File: config.mk
export PLATFORM = sky130hd
export DESIGN_NAME = lf_reader_serializer
export DESIGN_NICKNAME = d
export VERILOG_FILES = /design/src/rtl/lf_rdr_pkg.sv /design/src/rtl/lf_bitclk_div.sv /design/src/rtl/lf_slot_seq.sv /design/src/rtl/lf_byte_shifter.sv /design/src/rtl/lf_reader_serializer.sv
export SDC_FILE = /design/constraint.sdc
export NUM_CORES = 1
export LEC_CHECK = 0
export BUFFER_PORTS_ARGS = -buffer_cell sky130_fd_sc_hd__clkbuf_2
export CAP_MARGIN = 20
export CORE_ASPECT_RATIO = 0.75
export CORE_UTILIZATION = 50
export CTS_BUF_LIST = sky130_fd_sc_hd__clkbuf_4
export DETAILED_ROUTE_END_ITERATION = 12
export PLACE_DENSITY = 0.77
export SLEW_MARGIN = 20
export SYNTH_ARGS = -nofsm -noshare
export SYNTH_HDL_FRONTEND = slang
export SYNTH_SLANG_ARGS = --single-unit
export TNS_END_PERCENT = 5
File: constraint.sdc
create_clock -name clk -period 1.65 [get_ports clk]
set_clock_uncertainty 0.15 [all_clocks]
set_input_delay 0.2475 -clock clk [delete_from_list [all_inputs] [get_ports clk]]
set_output_delay 0.2475 -clock clk [all_outputs]
set_load 0.05 [all_outputs]
File: src/rtl/lf_rdr_pkg.sv
package lf_rdr_pkg;
   // Half-period of the serial clock in master cycles for a given selector.
   function automatic int unsigned half_len(input int unsigned base, input logic sel);
      return base + (sel ? 1 : 0);
   endfunction
endpackage

File: src/rtl/lf_bitclk_div.sv
module lf_bitclk_div #(
   parameter int unsigned BASE_HALF = 11,
   localparam int unsigned HCNT_W = $clog2(BASE_HALF + 1)
) (
   input  logic clk,
   input  logic rst,
   input  logic sel,
   output logic ser_clk,
   output logic fall_evt
);
   import lf_rdr_pkg::*;

   logic [HCNT_W-1:0] hcnt_q;
   logic              sel_q;
   logic [HCNT_W-1:0] last_cnt;
   logic              tick;

   assign last_cnt = HCNT_W'(half_len(BASE_HALF, sel_q) - 1);
   assign tick     = (hcnt_q == last_cnt);
   assign fall_evt = tick && ser_clk;

   always_ff @(posedge clk) begin
      if (rst) begin
         hcnt_q  <= '0;
         ser_clk <= 1'b0;
         sel_q   <= sel;
      end else if (tick) begin
         hcnt_q  <= '0;
         ser_clk <= ~ser_clk;
         if (ser_clk) sel_q <= sel;   // selector only re-sampled at period boundary
      end else begin
         hcnt_q  <= hcnt_q + 1'b1;
      end
   end
endmodule

File: src/rtl/lf_slot_seq.sv
module lf_slot_seq #(
   parameter int unsigned SLOTS = 8,
   localparam int unsigned SLOT_W = $clog2(SLOTS),
   localparam int unsigned HALF_SLOTS = SLOTS / 2
) (
   input  logic clk,
   input  logic rst,
   input  logic fall_evt,
   output logic coil_drv,
   output logic adc_clk,
   output logic cap_evt,
   output logic load_evt
);
   logic [SLOT_W-1:0] slot_q;

   always_ff @(posedge clk) begin
      if (rst)
         slot_q <= '0;
      else if (fall_evt)
         slot_q <= (slot_q == SLOT_W'(SLOTS - 1)) ? '0 : slot_q + 1'b1;
   end

   assign coil_drv = (slot_q < SLOT_W'(HALF_SLOTS));
   assign adc_clk  = ~coil_drv;
   assign cap_evt  = fall_evt && (slot_q == SLOT_W'(HALF_SLOTS - 1));
   assign load_evt = fall_evt && (slot_q == SLOT_W'(SLOTS - 1));
endmodule

File: src/rtl/lf_byte_shifter.sv
module lf_byte_shifter #(
   parameter int unsigned DATA_W    = 8,
   parameter bit          MSB_FIRST = 1'b1
) (
   input  logic              clk,
   input  logic              rst,
   input  logic              cap_evt,
   input  logic              load_evt,
   input  logic              fall_evt,
   input  logic [DATA_W-1:0] din,
   output logic              ser_data,
   output logic              ser_frame
);
   logic [DATA_W-1:0] cap_q;
   logic              cap_valid_q;
   logic [DATA_W-1:0] sh_q;
   logic [DATA_W-1:0] sh_next;

   generate
      if (MSB_FIRST) begin : g_msb
         assign sh_next  = {sh_q[DATA_W-2:0], 1'b0};
         assign ser_data = sh_q[DATA_W-1];
      end else begin : g_lsb
         assign sh_next  = {1'b0, sh_q[DATA_W-1:1]};
         assign ser_data = sh_q[0];
      end
   endgenerate

   always_ff @(posedge clk) begin
      if (rst) begin
         cap_q       <= '0;
         cap_valid_q <= 1'b0;
         sh_q        <= '0;
         ser_frame   <= 1'b0;
      end else begin
         if (cap_evt) begin
            cap_q       <= din;
            cap_valid_q <= 1'b1;
         end
         if (load_evt) begin
            sh_q      <= cap_q;
            ser_frame <= cap_valid_q;
         end else if (fall_evt) begin
            sh_q      <= sh_next;
         end
      end
   end
endmodule

File: src/rtl/lf_reader_serializer.sv
module lf_reader_serializer #(
   parameter int unsigned DATA_W    = 8,
   parameter int unsigned BASE_HALF = 11,
   parameter int unsigned OE_W      = 4,
   parameter bit          MSB_FIRST = 1'b1
) (
   input  logic              clk,
   input  logic              rst,
   input  logic              sel_125k,
   input  logic [DATA_W-1:0] adc_data,
   input  logic              hf_clk,
   input  logic              hf_clk_n,
   input  logic              host_din,
   input  logic              cmp_hi,
   input  logic              cmp_lo,
   output logic              ser_clk,
   output logic              ser_data,
   output logic              ser_frame,
   output logic              coil_drv,
   output logic              adc_clk,
   output logic              dbg_out,
   output logic              hf_pwr,
   output logic [OE_W-1:0]   coil_oe
);
   generate
      if (DATA_W < 2 || (DATA_W % 2) != 0) begin : g_bad_w
         $error("DATA_W must be even and at least 2");
      end
      if (BASE_HALF < 2) begin : g_bad_half
         $error("BASE_HALF must be at least 2");
      end
   endgenerate

   logic fall_evt;
   logic cap_evt;
   logic load_evt;
   logic unused_inputs;

   assign unused_inputs = ^{hf_clk, hf_clk_n, host_din, cmp_hi, cmp_lo};

   lf_bitclk_div #(.BASE_HALF(BASE_HALF)) i_div (
      .clk(clk), .rst(rst), .sel(sel_125k),
      .ser_clk(ser_clk), .fall_evt(fall_evt)
   );

   lf_slot_seq #(.SLOTS(DATA_W)) i_seq (
      .clk(clk), .rst(rst), .fall_evt(fall_evt),
      .coil_drv(coil_drv), .adc_clk(adc_clk),
      .cap_evt(cap_evt), .load_evt(load_evt)
   );

   lf_byte_shifter #(.DATA_W(DATA_W), .MSB_FIRST(MSB_FIRST)) i_shf (
      .clk(clk), .rst(rst), .cap_evt(cap_evt), .load_evt(load_evt),
      .fall_evt(fall_evt), .din(adc_data),
      .ser_data(ser_data), .ser_frame(ser_frame)
   );

   assign dbg_out = adc_clk;
   assign hf_pwr  = 1'b0;
   assign coil_oe = '0;
endmodule

# ---- Word-level counts from Yosys, hierarchy flattened
# Cells that the tools add are included.
dict set report word_totals {
  register_bits 27
  input_bits 16
  out_inout_bits 11
  elab_cells 33
}
dict set report op_classes {
  add_sub_neg 4
  n_lt_le_gt_ge 1
  eq_ne 3
  n_mux 7
  n_bitwise 2
  n_reduce_logical 8
}
# operator n
set op_table {}
lappend op_table {{2-to-1 mux 8 bit} 2}
lappend op_table {{nonzero test 2 bit} 3}
lappend op_table {{adder 4 x 1 -> 4 bit, second input constant} 1}
lappend op_table {{adder 4 bit, first input constant} 1}
lappend op_table {{equality test 4 bit} 1}
lappend op_table {{2-to-1 mux 1 bit} 4}
lappend op_table {{subtractor 4 x 1 -> 4 bit, second input constant} 1}
lappend op_table {{adder 3 x 1 -> 3 bit, second input constant} 1}
lappend op_table {{equality test 3 x 2 -> 1 bit, second input constant} 1}
lappend op_table {{equality test 3 bit, second input constant} 1}
lappend op_table {{logical AND 1 bit} 3}
lappend op_table {{less-than comparator 3 bit, second input constant} 1}
lappend op_table {{2-to-1 mux 3 bit} 1}
lappend op_table {{inverter 1 bit} 2}
lappend op_table {{AND reduction 2 bit} 1}
lappend op_table {{OR reduction 2 bit} 1}

# ---- Longest topological paths before layout
# Gate-level depths: netlist of the first run.
dict set report depth {
  depth_word 7
  depth_mapped 6
  mapped_depth_nobuf 5
}

# ---- By module
# From an unflattened synthesis of the first run, not the netlist that was laid out.
dict set report unflattened {
  hier_cells 114
  area_unflattened_um2 1196.1
}
# module instances cells_per_inst area_per_inst_um2 seq_area_each_um2
set modules_own_cells {}
lappend modules_own_cells {lf_byte_shifter 1 68 721.9 360.3}
lappend modules_own_cells {lf_bitclk_div 1 22 257.7 130.1}
lappend modules_own_cells {lf_slot_seq 1 17 167.7 60.1}
lappend modules_own_cells {lf_reader_serializer 1 7 48.8 0.0}

# ---- Worst setup path after synthesis of the first run
# No wires, ideal clock.
dict set report synth_path {
  path_kind {flip-flop to flip-flop}
  start {reg i_seq.slot_q[2]}
  end {reg i_shf.cap_valid_q}
  arrival_time_ns 1.774
  required_ns 1.385
  slack_ns -0.389
  path_stages_with_launch 7
  path_buffers 1
  synth_period_minus_slack_ns 2.039
  cell_sequence {dfxtp_1 inv_1 ha_1 nand2_1 nor3_1 buf_6 o21ba_1}
}
dict set report synth_between {
  elab_chain_cells 2
}
# item line
set synth_lines {}
lappend synth_lines {{start, declared} lf_slot_seq.sv:14} ;# logic [SLOT_W-1:0] slot_q;
lappend synth_lines {{start signal, assigned} lf_slot_seq.sv:20} ;# slot_q <= (slot_q == SLOT_W'(SLOTS - 1)) ? '0 : slot_q + 1'b1;
lappend synth_lines {{equality test 3 x 2 -> 1 bit} lf_slot_seq.sv:25} ;# assign cap_evt = fall_evt && (slot_q == SLOT_W'(HALF_SLOTS - 1));
lappend synth_lines {{logical AND 1 bit} lf_slot_seq.sv:25}
lappend synth_lines {{end signal, assigned} lf_byte_shifter.sv:32} ;# cap_valid_q <= 1'b0;
lappend synth_lines {{end signal, assigned} lf_byte_shifter.sv:38} ;# cap_valid_q <= 1'b1;
lappend synth_lines {{end, declared} lf_byte_shifter.sv:15} ;# logic cap_valid_q;
# Every way passes these cells.
# A chain may end at the register's enable or synchronous reset.

# ---- Worst setup path after layout of the first run
dict set report layout_path {
  start {reg i_seq.slot_q[0]}
  end {reg i_shf.ser_frame}
}
dict set report layout_between {
  elab_chain_cells 2
}
# item line
set layout_lines {}
lappend layout_lines {{equality test 3 bit} lf_slot_seq.sv:26} ;# assign load_evt = fall_evt && (slot_q == SLOT_W'(SLOTS - 1));
lappend layout_lines {{logical AND 1 bit} lf_slot_seq.sv:26}
lappend layout_lines {{end signal, assigned} lf_byte_shifter.sv:42} ;# ser_frame <= cap_valid_q;
lappend layout_lines {{end, declared} lf_byte_shifter.sv:12} ;# output logic ser_frame
# Every way passes these cells.

==> results of run 1 <==
## critical path: cells and delay by family, from the launching register on
kind,cells,cell delay (ns)
adder cells (fa/ha/maj),2,0.40
AND/OR/NAND/NOR,2,0.50
flip-flops,1,0.37
AO/OA/AOI/OAI,1,0.13
## synthesized netlist by cell type, types with 3 or more instances
cell type   n
a21oi_1     5
a311oi_1    8
a31oi_1     8
buf_2       3
buf_4       6
clkbuf_1    5
dfxtp_1    26
ha_1        4
inv_1       4
mux2i_1    15
nand2_1     3
nand2b_1   16
nor2_1      5
o31ai_1     4
## path summary, 6_finish.rpt
| kind | from | end | slack, ns | depth (start not counted) |
|---|---|---|---|---|
| worst max register to register | i_seq.slot_q[0] | i_shf.ser_frame | 0.04 | 5 |
| worst max-delay path | i_seq.slot_q[0] | i_shf.ser_frame | 0.04 | 5 |
| worst min-delay path | adc_data[5] | i_shf.cap_q[5] | 0.003 | 3 |
| worst min register to register | i_shf.sh_q[0] | i_shf.sh_q[0] | 0.33 | 2 |
## stage by stage
step | TNS (ns) | std cells | hold slack, ns | cell area [um^2]
6_report | 0 | 193 | 0.00260 | 1570
5_1_grt | -0.221 | 193 | 0.00805 | 1570
4_1_cts | 0 | 193 | 0.00421 | 1560
3_5_place_dp | 0 | 183 | 0.279 | 1460
3_3_place_gp | 0 | 183 | 0.276 | 1460
2_1_floorplan | -0.0480 | 138 | 0.196 | 1350
## registers in the layout, summed over array words and instances (netlist names)
name,count
i_div.sel_q,1
i_shf.sh_q,8
i_div.ser_clk,1
i_shf.ser_frame,1
i_shf.cap_valid_q,1
i_div.hcnt_q,4
i_seq.slot_q,3
i_shf.cap_q,8
## report_power, final
| group | internal, mW | total (mW) | leakage (nW) | switching, mW |
|---|---|---|---|---|
| logic | 0.0470 | 0.118 | 0.358 | 0.0709 |
| registers | 0.663 | 0.674 | 0.222 | 0.0114 |
| clock network | 0.111 | 0.305 | 0.0184 | 0.193 |
| total | 0.821 | 1.10 | 0.599 | 0.276 |
## what timing repair did
item                                   CTS  global route
endpoints found under the hold margin    6             0
resized for setup                        1             6
setup endpoints to repair                2            20
hold buffers                             6             0
buffers inserted                         0             0
pin swaps                                0             1
## kinds of logic after synthesis
logic type | share of synthesized area [%]
fa+ha+maj | 3.79
xor+xnor | 3.22
simple gates | 16.2
other cells | 0.284
flops | 41.7
mux | 11.4
buf+inv | 7.95
compound gates | 15.5
## routing by layer
metal  routed length [um]  up-vias  share of wire [%]  global-route usage, %
met2                 1310       35                 49                   33.7
met3                  141        4                5.3                   6.18
met1                 1190      508                 45                   27.6
li1                     -      525                  -                      -
met5                    0        -                  0                      0
met4                   19        0               0.71                   4.00
## layout make-up
type / instances / area share [%]
multi-input combinational: 92 / 44.8
sequential: 27 / 35.6
timing repair buffer: 32 / 13.7
tap: 34 / 2.71
clock buffer: 4 / 1.91
inverter: 4 / 1.20
==> flow_summary.ini, run 1 <==
[drt]
post_drt_wl_per_cell_um = 13.8
drc = 0
finalWirelength_um = 2670
viasPerCell = 5.55
vias = 1072
drtIter0Drc = 45
first_pass_iters = 4
ant_nets = 0

[setup_path]
cp_max_fo = 4
worstSetupPathType = reg -> reg
critPathArrivalTime_ns = 1.73
start_kind = flip-flop
path_cells = ha_2, ha_2, nand2_1, or4_1, a21oi_2
critPathMaxStageDelay_ns = 0.42
cp_common_cell = ha_2
required_ns = 1.77
crit_slowest_cell = or4_1
endpoint_kind = flip-flop

[power_and_ir_drop]
power_mw = 1.10
ir_worst_vdd_v = 0.000595
leakage_nw = 0.599
power_density_nw_per_um2 = 699

[floorplanning]
die_w_um = 61.4
initial_core_util_pct = 55.0
rows = 15
dieArea_um2 = 2850
pin_count = 27
core_area_um2 = 2400
dieHeight_um = 46.5

[final_layout]
final_cell_mix = 21 x dfxtp_1, 16 x nand2b_1, 16 x clkbuf_2
drive_gt1_share_pct = 27.0
multi_input_area_um2 = 703
finalNetCount = 180
fillers = 211
antennaDiodeCount = 0
ff_latch_area_um2 = 559
final_core_util_pct = 65.3
layout_commonest_cell = dfxtp_1
syn_to_final_growth_pct = 18.7

[cts]
cts_buffers = 3
clk_path_buf_depth = 2
cts_max_level = 1
cts_sinks = 27
clk_latency_ns = 0.33
cts_tree = yes
cts-root-buf = clkbuf_4
path_clk_slew_ns = 0.14

[timing]
post-route-period-util_pct = 97.7
setup_viol = 0
hold_viol = 0
period_minus_slack_ns = 1.61
fmax_ghz = 0.620
worst_slew_pin_slew_ns = 0.519
slew_violations = 0
rsz0062_at_grt = yes
slew_headroom_pct = 65.4
fin_ws_ns = 0.0381

[global_route]
overflow = 0
grt_use_total_pct = 20.8
grt_pass1_vias = 946
grt_max_degree = 33
grt_pass1_wl_um = 4240
antenna_found_initial = 0

[synth]
synth_edf_count = 1
yosysWarnings = 0
ys_seq_area_share_pct = 41.7
yosysTopAreaCell = dfxtp_1
netlist_instances = 134
yosys-top-cells-area = dfxtp_1 39%, mux2i_1 11%, nand2b_1 7.6%
synth_flop_cell = dfxtp_1
yosys.area.top_type_share_pct = 39.4
ys_types = 31
synth.ff_latch_count = 27
ys_async_sr_fraction_pct = 0
syn_area_per_cell_um2 = 9.86
netlist_area_um2 = 1320

[min_path]
hold_path.class = in -> reg

[place]
port_buffers = 16
finalWeightedCongestion = 0.783
place_ws_ns = 0.00420
dp_hpwl_um = 1780

[outcome]
status = finished, final reports clean

[flow_run]
drv_cap = 0
No activity file was read; power rests on OpenSTA's default activity.
==> run 2: changes to the inputs <==
ABC_AREA = 1   (was not set)
REMOVE_ABC_BUFFERS = 1   (was not set)
==> run 2 against run 1 <==
Clock power decreased by 9.8%. Largest cell class unchanged. Total power decreased by 5.9%. Sequential cell count unchanged. Critical path depth decreased by 4. Register-to-register slack improved by 0.09 ns. Worst hold slack improved by 0.090 ns. Clock-buffer cell count decreased by 1. Highest routed layer unchanged. Critical path type is now reg -> out.
==> flow_summary.ini, run 2 <==
[outcome]
status = finished, final reports clean

[synth]
netlist_instances = 172
synth.most_common_cell = nand2_1
synthTopCellsByCount = 36 x nand2_1, 28 x nor2_1, 26 x dfxtp_1
synth_edf_count = 1
yosys.area.top_type_share_pct = 40.7
synth_flop_cell = dfxtp_1
ys_async_sr_fraction_pct = 0
ys_types = 24
yosys-top-cells-area = dfxtp_1 41%, nand2_1 11%, nor2_1 8.2%
netlist_area_um2 = 1280
syn_area_per_cell_um2 = 7.43
synth.ff_latch_count = 27
yosysTopAreaCell = dfxtp_1
yosysWarnings = 0
ys_seq_area_share_pct = 43.1

[place]
dp_hpwl_um = 1770
finalWeightedCongestion = 0.782
place_ws_ns = 0.146
numPlacedInstances = 219
port_buffers = 16

[cts]
clk_path_buf_depth = 2
cts-root-buf = clkbuf_4
cts_max_level = 1
cts_buffers = 3
post_cts_resized = 0
clk_latency_ns = 0.32
cts_tree = yes
cts_sinks = 27
path_clk_slew_ns = 0.14

[setup_path]
crit_slowest_cell = dfxtp_1
path_cells = clkbuf_2
critPathMaxStageDelay_ns = 0.50
endpoint_kind = output pin
cp_max_fo = 6
crit_family = flip-flops
r2r-start = i_div.sel_q
r2r.worst_path.cells = 7
reg2reg_setup_slack_ns = 0.13
timing.rr.end = i_shf.sh_q[5]
required_ns = 1.25
cp.depth = 1
start_kind = flip-flop
worstSetupPathType = reg -> out
crit_buf_inv = 1
critPathArrivalTime_ns = 1.15

[min_path]
hold_path.class = in -> reg
holdPathStages = 5
min_to = i_shf.cap_q[6]
min-delay-start = adc_data[6]

[floorplanning]
dieHeight_um = 45.8
rows = 15
dieArea_um2 = 2760
pin_count = 27
core_area_um2 = 2360
initial_core_util_pct = 54.0
die_w_um = 60.4

[final_layout]
reg_top3 = i_shf.cap_q x8, i_shf.sh_q x8, i_div.hcnt_q x4
antennaDiodeCount = 0
layout_commonest_cell = nand2_1
drive_gt1_share_pct = 18.3
syn_to_final_growth_pct = 11.3
stdcell_count = 225
finalNetCount = 212
fillers = 226
final_cell_mix = 36 x nand2_1, 28 x nor2_1, 26 x dfxtp_1

[drt]
vias = 1080
first_pass_iters = 4
post_drt_wl_per_cell_um = 10.1
drc = 0
finalWirelength_um = 2280
viasPerCell = 4.80
drtIter0Drc = 43
ant_nets = 0

[flow_run]
drv_cap = 0

[global_route]
grt_use_total_pct = 19.0
overflow = 0
grt_max_degree = 16
grt_pass1_wl_um = 3830
grt_pass1_vias = 935
antenna_found_initial = 0

[timing]
slew_violations = 0
fin_ws_ns = 0.0991
post-route-period-util_pct = 94.0
setup_viol = 0
fin_setup_tns_ns = 0
fmax_ghz = 0.645
rsz0062_at_grt = no
hold_viol = 0
period_minus_slack_ns = 1.55

[power_and_ir_drop]
leakage_nw = 0.656
power_density_nw_per_um2 = 726
ir_worst_vdd_v = 0.000537
-- run 2: per-layer routing --
layer | wire length (um) | GRT usage (%) | up-vias
li1 | - | - | 560
met1 | 1030 | 23.9 | 488
met2 | 1120 | 33.4 | 30
met3 | 120 | 5.11 | 2
met4 | 13 | 2.79 | 0
met5 | 0 | 0 | -
-- run 2: worst max-delay path by stage --
stage | slack (ns) | startpoint | endpoint
6_report | 0.1 | i_div.ser_clk | ser_clk
5_1_grt | 0.02 | i_div.sel_q | i_shf.sh_q[0]
4_1_cts | 0.09 | i_div.ser_clk | ser_clk
3_5_place_dp | 0.15 | i_div.sel_q | i_shf.sh_q[5]
3_3_place_gp | 0.23 | i_seq.slot_q[0] | i_shf.sh_q[3]
2_1_floorplan | -0.79 | i_seq.slot_q[2] | i_shf.cap_q[0]
-- run 2: repair_timing --
action | CTS | global route
hold buffers | 2 | 0
endpoints found under the hold margin | 2 | 0
setup buffers | 0 | 0
-- run 2: report_power, final --
group / internal (mW) / leakage (nW) / total (mW) / switching (mW)
Sequential: 0.664 / 0.220 / 0.672 / 0.00842
Combinational: 0.0272 / 0.418 / 0.0858 / 0.0586
Clock: 0.0907 / 0.0177 / 0.275 / 0.184
-- run 2: area by class of cell --
cell class,count,area (um^2),area share (%)
Multi-Input combinational cell,112,569,40.1
Sequential cell,27,551,38.7
Timing Repair Buffer,23,138,9.68
Inverter,25,93.8,6.60
Tap cell,34,42.5,2.99
Clock buffer,3,22.5,1.58
Clock inverter,1,5.00,0.352
-- run 2: cells by family (layout without fill, tap and decap cells) --
logic type | after synthesis | count (layout) | synth area share [%]
AOI/OAI and AO/OA | 14 | 14 | 6.07
and+or+nand+nor | 87 | 87 | 31.7
xor gates and xnor gates | 2 | 2 | 1.37
DFF | 27 | 27 | 43.1
adders and majority gates | 4 | 4 | 3.92
other | 1 | 5 | 0.294
buffers and inverters | 37 | 52 | 13.5
-- run 2: per-stage QoR --
step | hold WS (ns) | power [mW] | area, um^2 | utilization, %
6_report | 0.0927 | 1.03 | 1420 | 60.1
5_1_grt | 0.0798 | 1.08 | 1420 | 60.1
4_1_cts | 0.0793 | 1.05 | 1420 | 60.1
3_5_place_dp | 0.285 | 0.769 | 1370 | 58.1
3_3_place_gp | 0.274 | 0.765 | 1370 | 58.1
2_1_floorplan | 0.170 | 0.745 | 1210 | -
==> run 3: changes to the inputs <==
PLACE_DENSITY = not set   (was 0.77)
PLACE_DENSITY_LB_ADDON = 0.25   (was not set)
==> run 3 against run 2 <==
Global-route usage rose by 0.97 points. Maximum frequency rose by 2.1%. Total power rose by 3.3%. Clock-buffer cell count rose by 1. Non-clock buffer count did not move. Critical endpoint is now i_shf.cap_q[2]. Via count rose by 3.8%. Worst hold slack got worse by 0.015 ns. Critical path depth rose by 6. Combinational power rose by 4.1%.
==> flow_summary.ini, run 3 (same netlist as run 2, synthesis figures left out) <==
[outcome]
status = finished, final reports clean

[drt]
vias = 1121
highest_layer = met4
drt-met1-wl_um = 1070
drtIter0Drc = 30
post_drt_wl_per_cell_um = 10.8
first_pass_iters = 4
finalWirelength_um = 2440
wl_met3_um = 165
drc = 0
met2_length_um = 1190
ant_nets = 0
viasPerCell = 4.96

[timing]
period_minus_slack_ns = 1.52
post-route-period-util_pct = 92.0
rsz0062_at_grt = no
setup_viol = 0
fin_ws_ns = 0.131
fmax_ghz = 0.658
slew_violations = 0
hold_viol = 0

[floorplanning]
rows = 15
pin_count = 27
core_area_um2 = 2360
initial_core_util_pct = 54.0
dieHeight_um = 45.8
dieArea_um2 = 2760
die_w_um = 60.4

[min_path]
hold_path.class = in -> reg
holdPathStages = 5
min_to = i_shf.cap_q[4]
min-delay-start = adc_data[4]

[place]
dpl_cell_area_um2 = 1370
dp_hpwl_um = 1800
finalWeightedCongestion = 0.753
port_buffers = 16
place_ws_ns = 0.156

[final_layout]
layout_commonest_cell = nand2_1
final_core_util_pct = 60.7
drive_gt1_share_pct = 19.3
final_cell_mix = 36 x nand2_1, 28 x nor2_1, 25 x dfxtp_1
syn_to_final_growth_pct = 12.4
fillers = 240
antennaDiodeCount = 0
finalNetCount = 213
fin_area_um2 = 1440
reg_top3 = i_shf.cap_q x8, i_shf.sh_q x8, i_div.hcnt_q x4

[global_route]
grt_pass1_wl_um = 4030
grt_max_degree = 15
grt_pass1_vias = 992
grt_use_total_pct = 20.0
antenna_found_initial = 0
overflow = 0

[power_and_ir_drop]
leakage_nw = 0.658
ir_worst_vdd_v = 0.000417
power_density_nw_per_um2 = 742
power_mw = 1.07

[setup_path]
worstSetupPathType = reg -> reg
critPathArrivalTime_ns = 1.64
start_kind = flip-flop
r2r-start = i_div.sel_q
endpoint_kind = flip-flop
cp_max_fo = 9
r2r.worst_path.cells = 7
timing.rr.end = i_shf.cap_q[2]
reg2reg_setup_slack_ns = 0.13
required_ns = 1.77

[cts]
cts_buffers = 3
cts_tree = yes
clk_latency_ns = 0.33
path_clk_slew_ns = 0.14
cts-root-buf = clkbuf_4
cts_sinks = 27
cts_max_level = 1
clk_path_buf_depth = 2

[flow_run]
drv_cap = 0
[run 3: changes by cell type in the layout (fill, tap and decap cells not counted), sizes merged]
| cell | before | now |
|---|---|---|
| clkbuf | 19 | 20 |
| clkinv | 1 | 0 |
| nor2 | 31 | 32 |
[run 3: worst max path at each step]
stage / start / end
after global placement: i_div.sel_q / i_shf.sh_q[6]
after floorplan: i_seq.slot_q[2] / i_shf.cap_q[0]
after global routing: i_seq.slot_q[0] / i_shf.sh_q[3]
after detailed placement: i_div.sel_q / i_shf.sh_q[0]
after CTS: i_div.ser_clk / ser_clk
final: i_div.sel_q / i_shf.cap_q[2]
[run 3: timing repair]
| item | in CTS | in global routing |
|---|---|---|
| gates resized for setup | 0 | 2 |
| hold buffers | 2 | 0 |
| setup buffers | 0 | 0 |
| setup endpoints to repair | 0 | 4 |
| endpoints found under the hold margin | 2 | 0 |
[run 3: routing by layer]
metal / up-vias / track usage, %
met2: 41 / 36.7
li1: 565 / -
met1: 513 / 23.1
met5: - / 0
met3: 2 / 5.97
met4: 0 / 3.72
[run 3: per-stage QoR]
stage               std cells  hold WS [ns]  setup TNS (ns)
floorplan                 164         0.170          -11.69
global placement          219         0.279               0
detailed placement        219         0.276               0
CTS                       225        0.0772               0
global route              226        0.0915               0
finish                    226        0.0780               0
[run 3: critical path, cell delays in order, from the launching register on]
cell      delay, ns
edfxtp_1       0.45
inv_1          0.09
nand2_1        0.06
nand2_2        0.07
nand3_4        0.17
nor2_4         0.26
nor2_1         0.08
nor2_1         0.12
[run 3: layout make-up]
class / count / area (um^2) / area share, %
Timing Repair Buffer: 23 / 138 / 9.58
Sequential cell: 27 / 552 / 38.4
Tap cell: 34 / 42.5 / 2.96
Clock buffer: 4 / 30.0 / 2.09
Multi-Input combinational cell: 113 / 581 / 40.4
Inverter: 25 / 93.8 / 6.53
[run 3: where the power goes]
part	internal [mW]	total [mW]	switching [mW]
clock	0.111	0.305	0.193
combinational	0.0276	0.0893	0.0618
sequential	0.664	0.672	0.00854
total	0.803	1.07	0.264
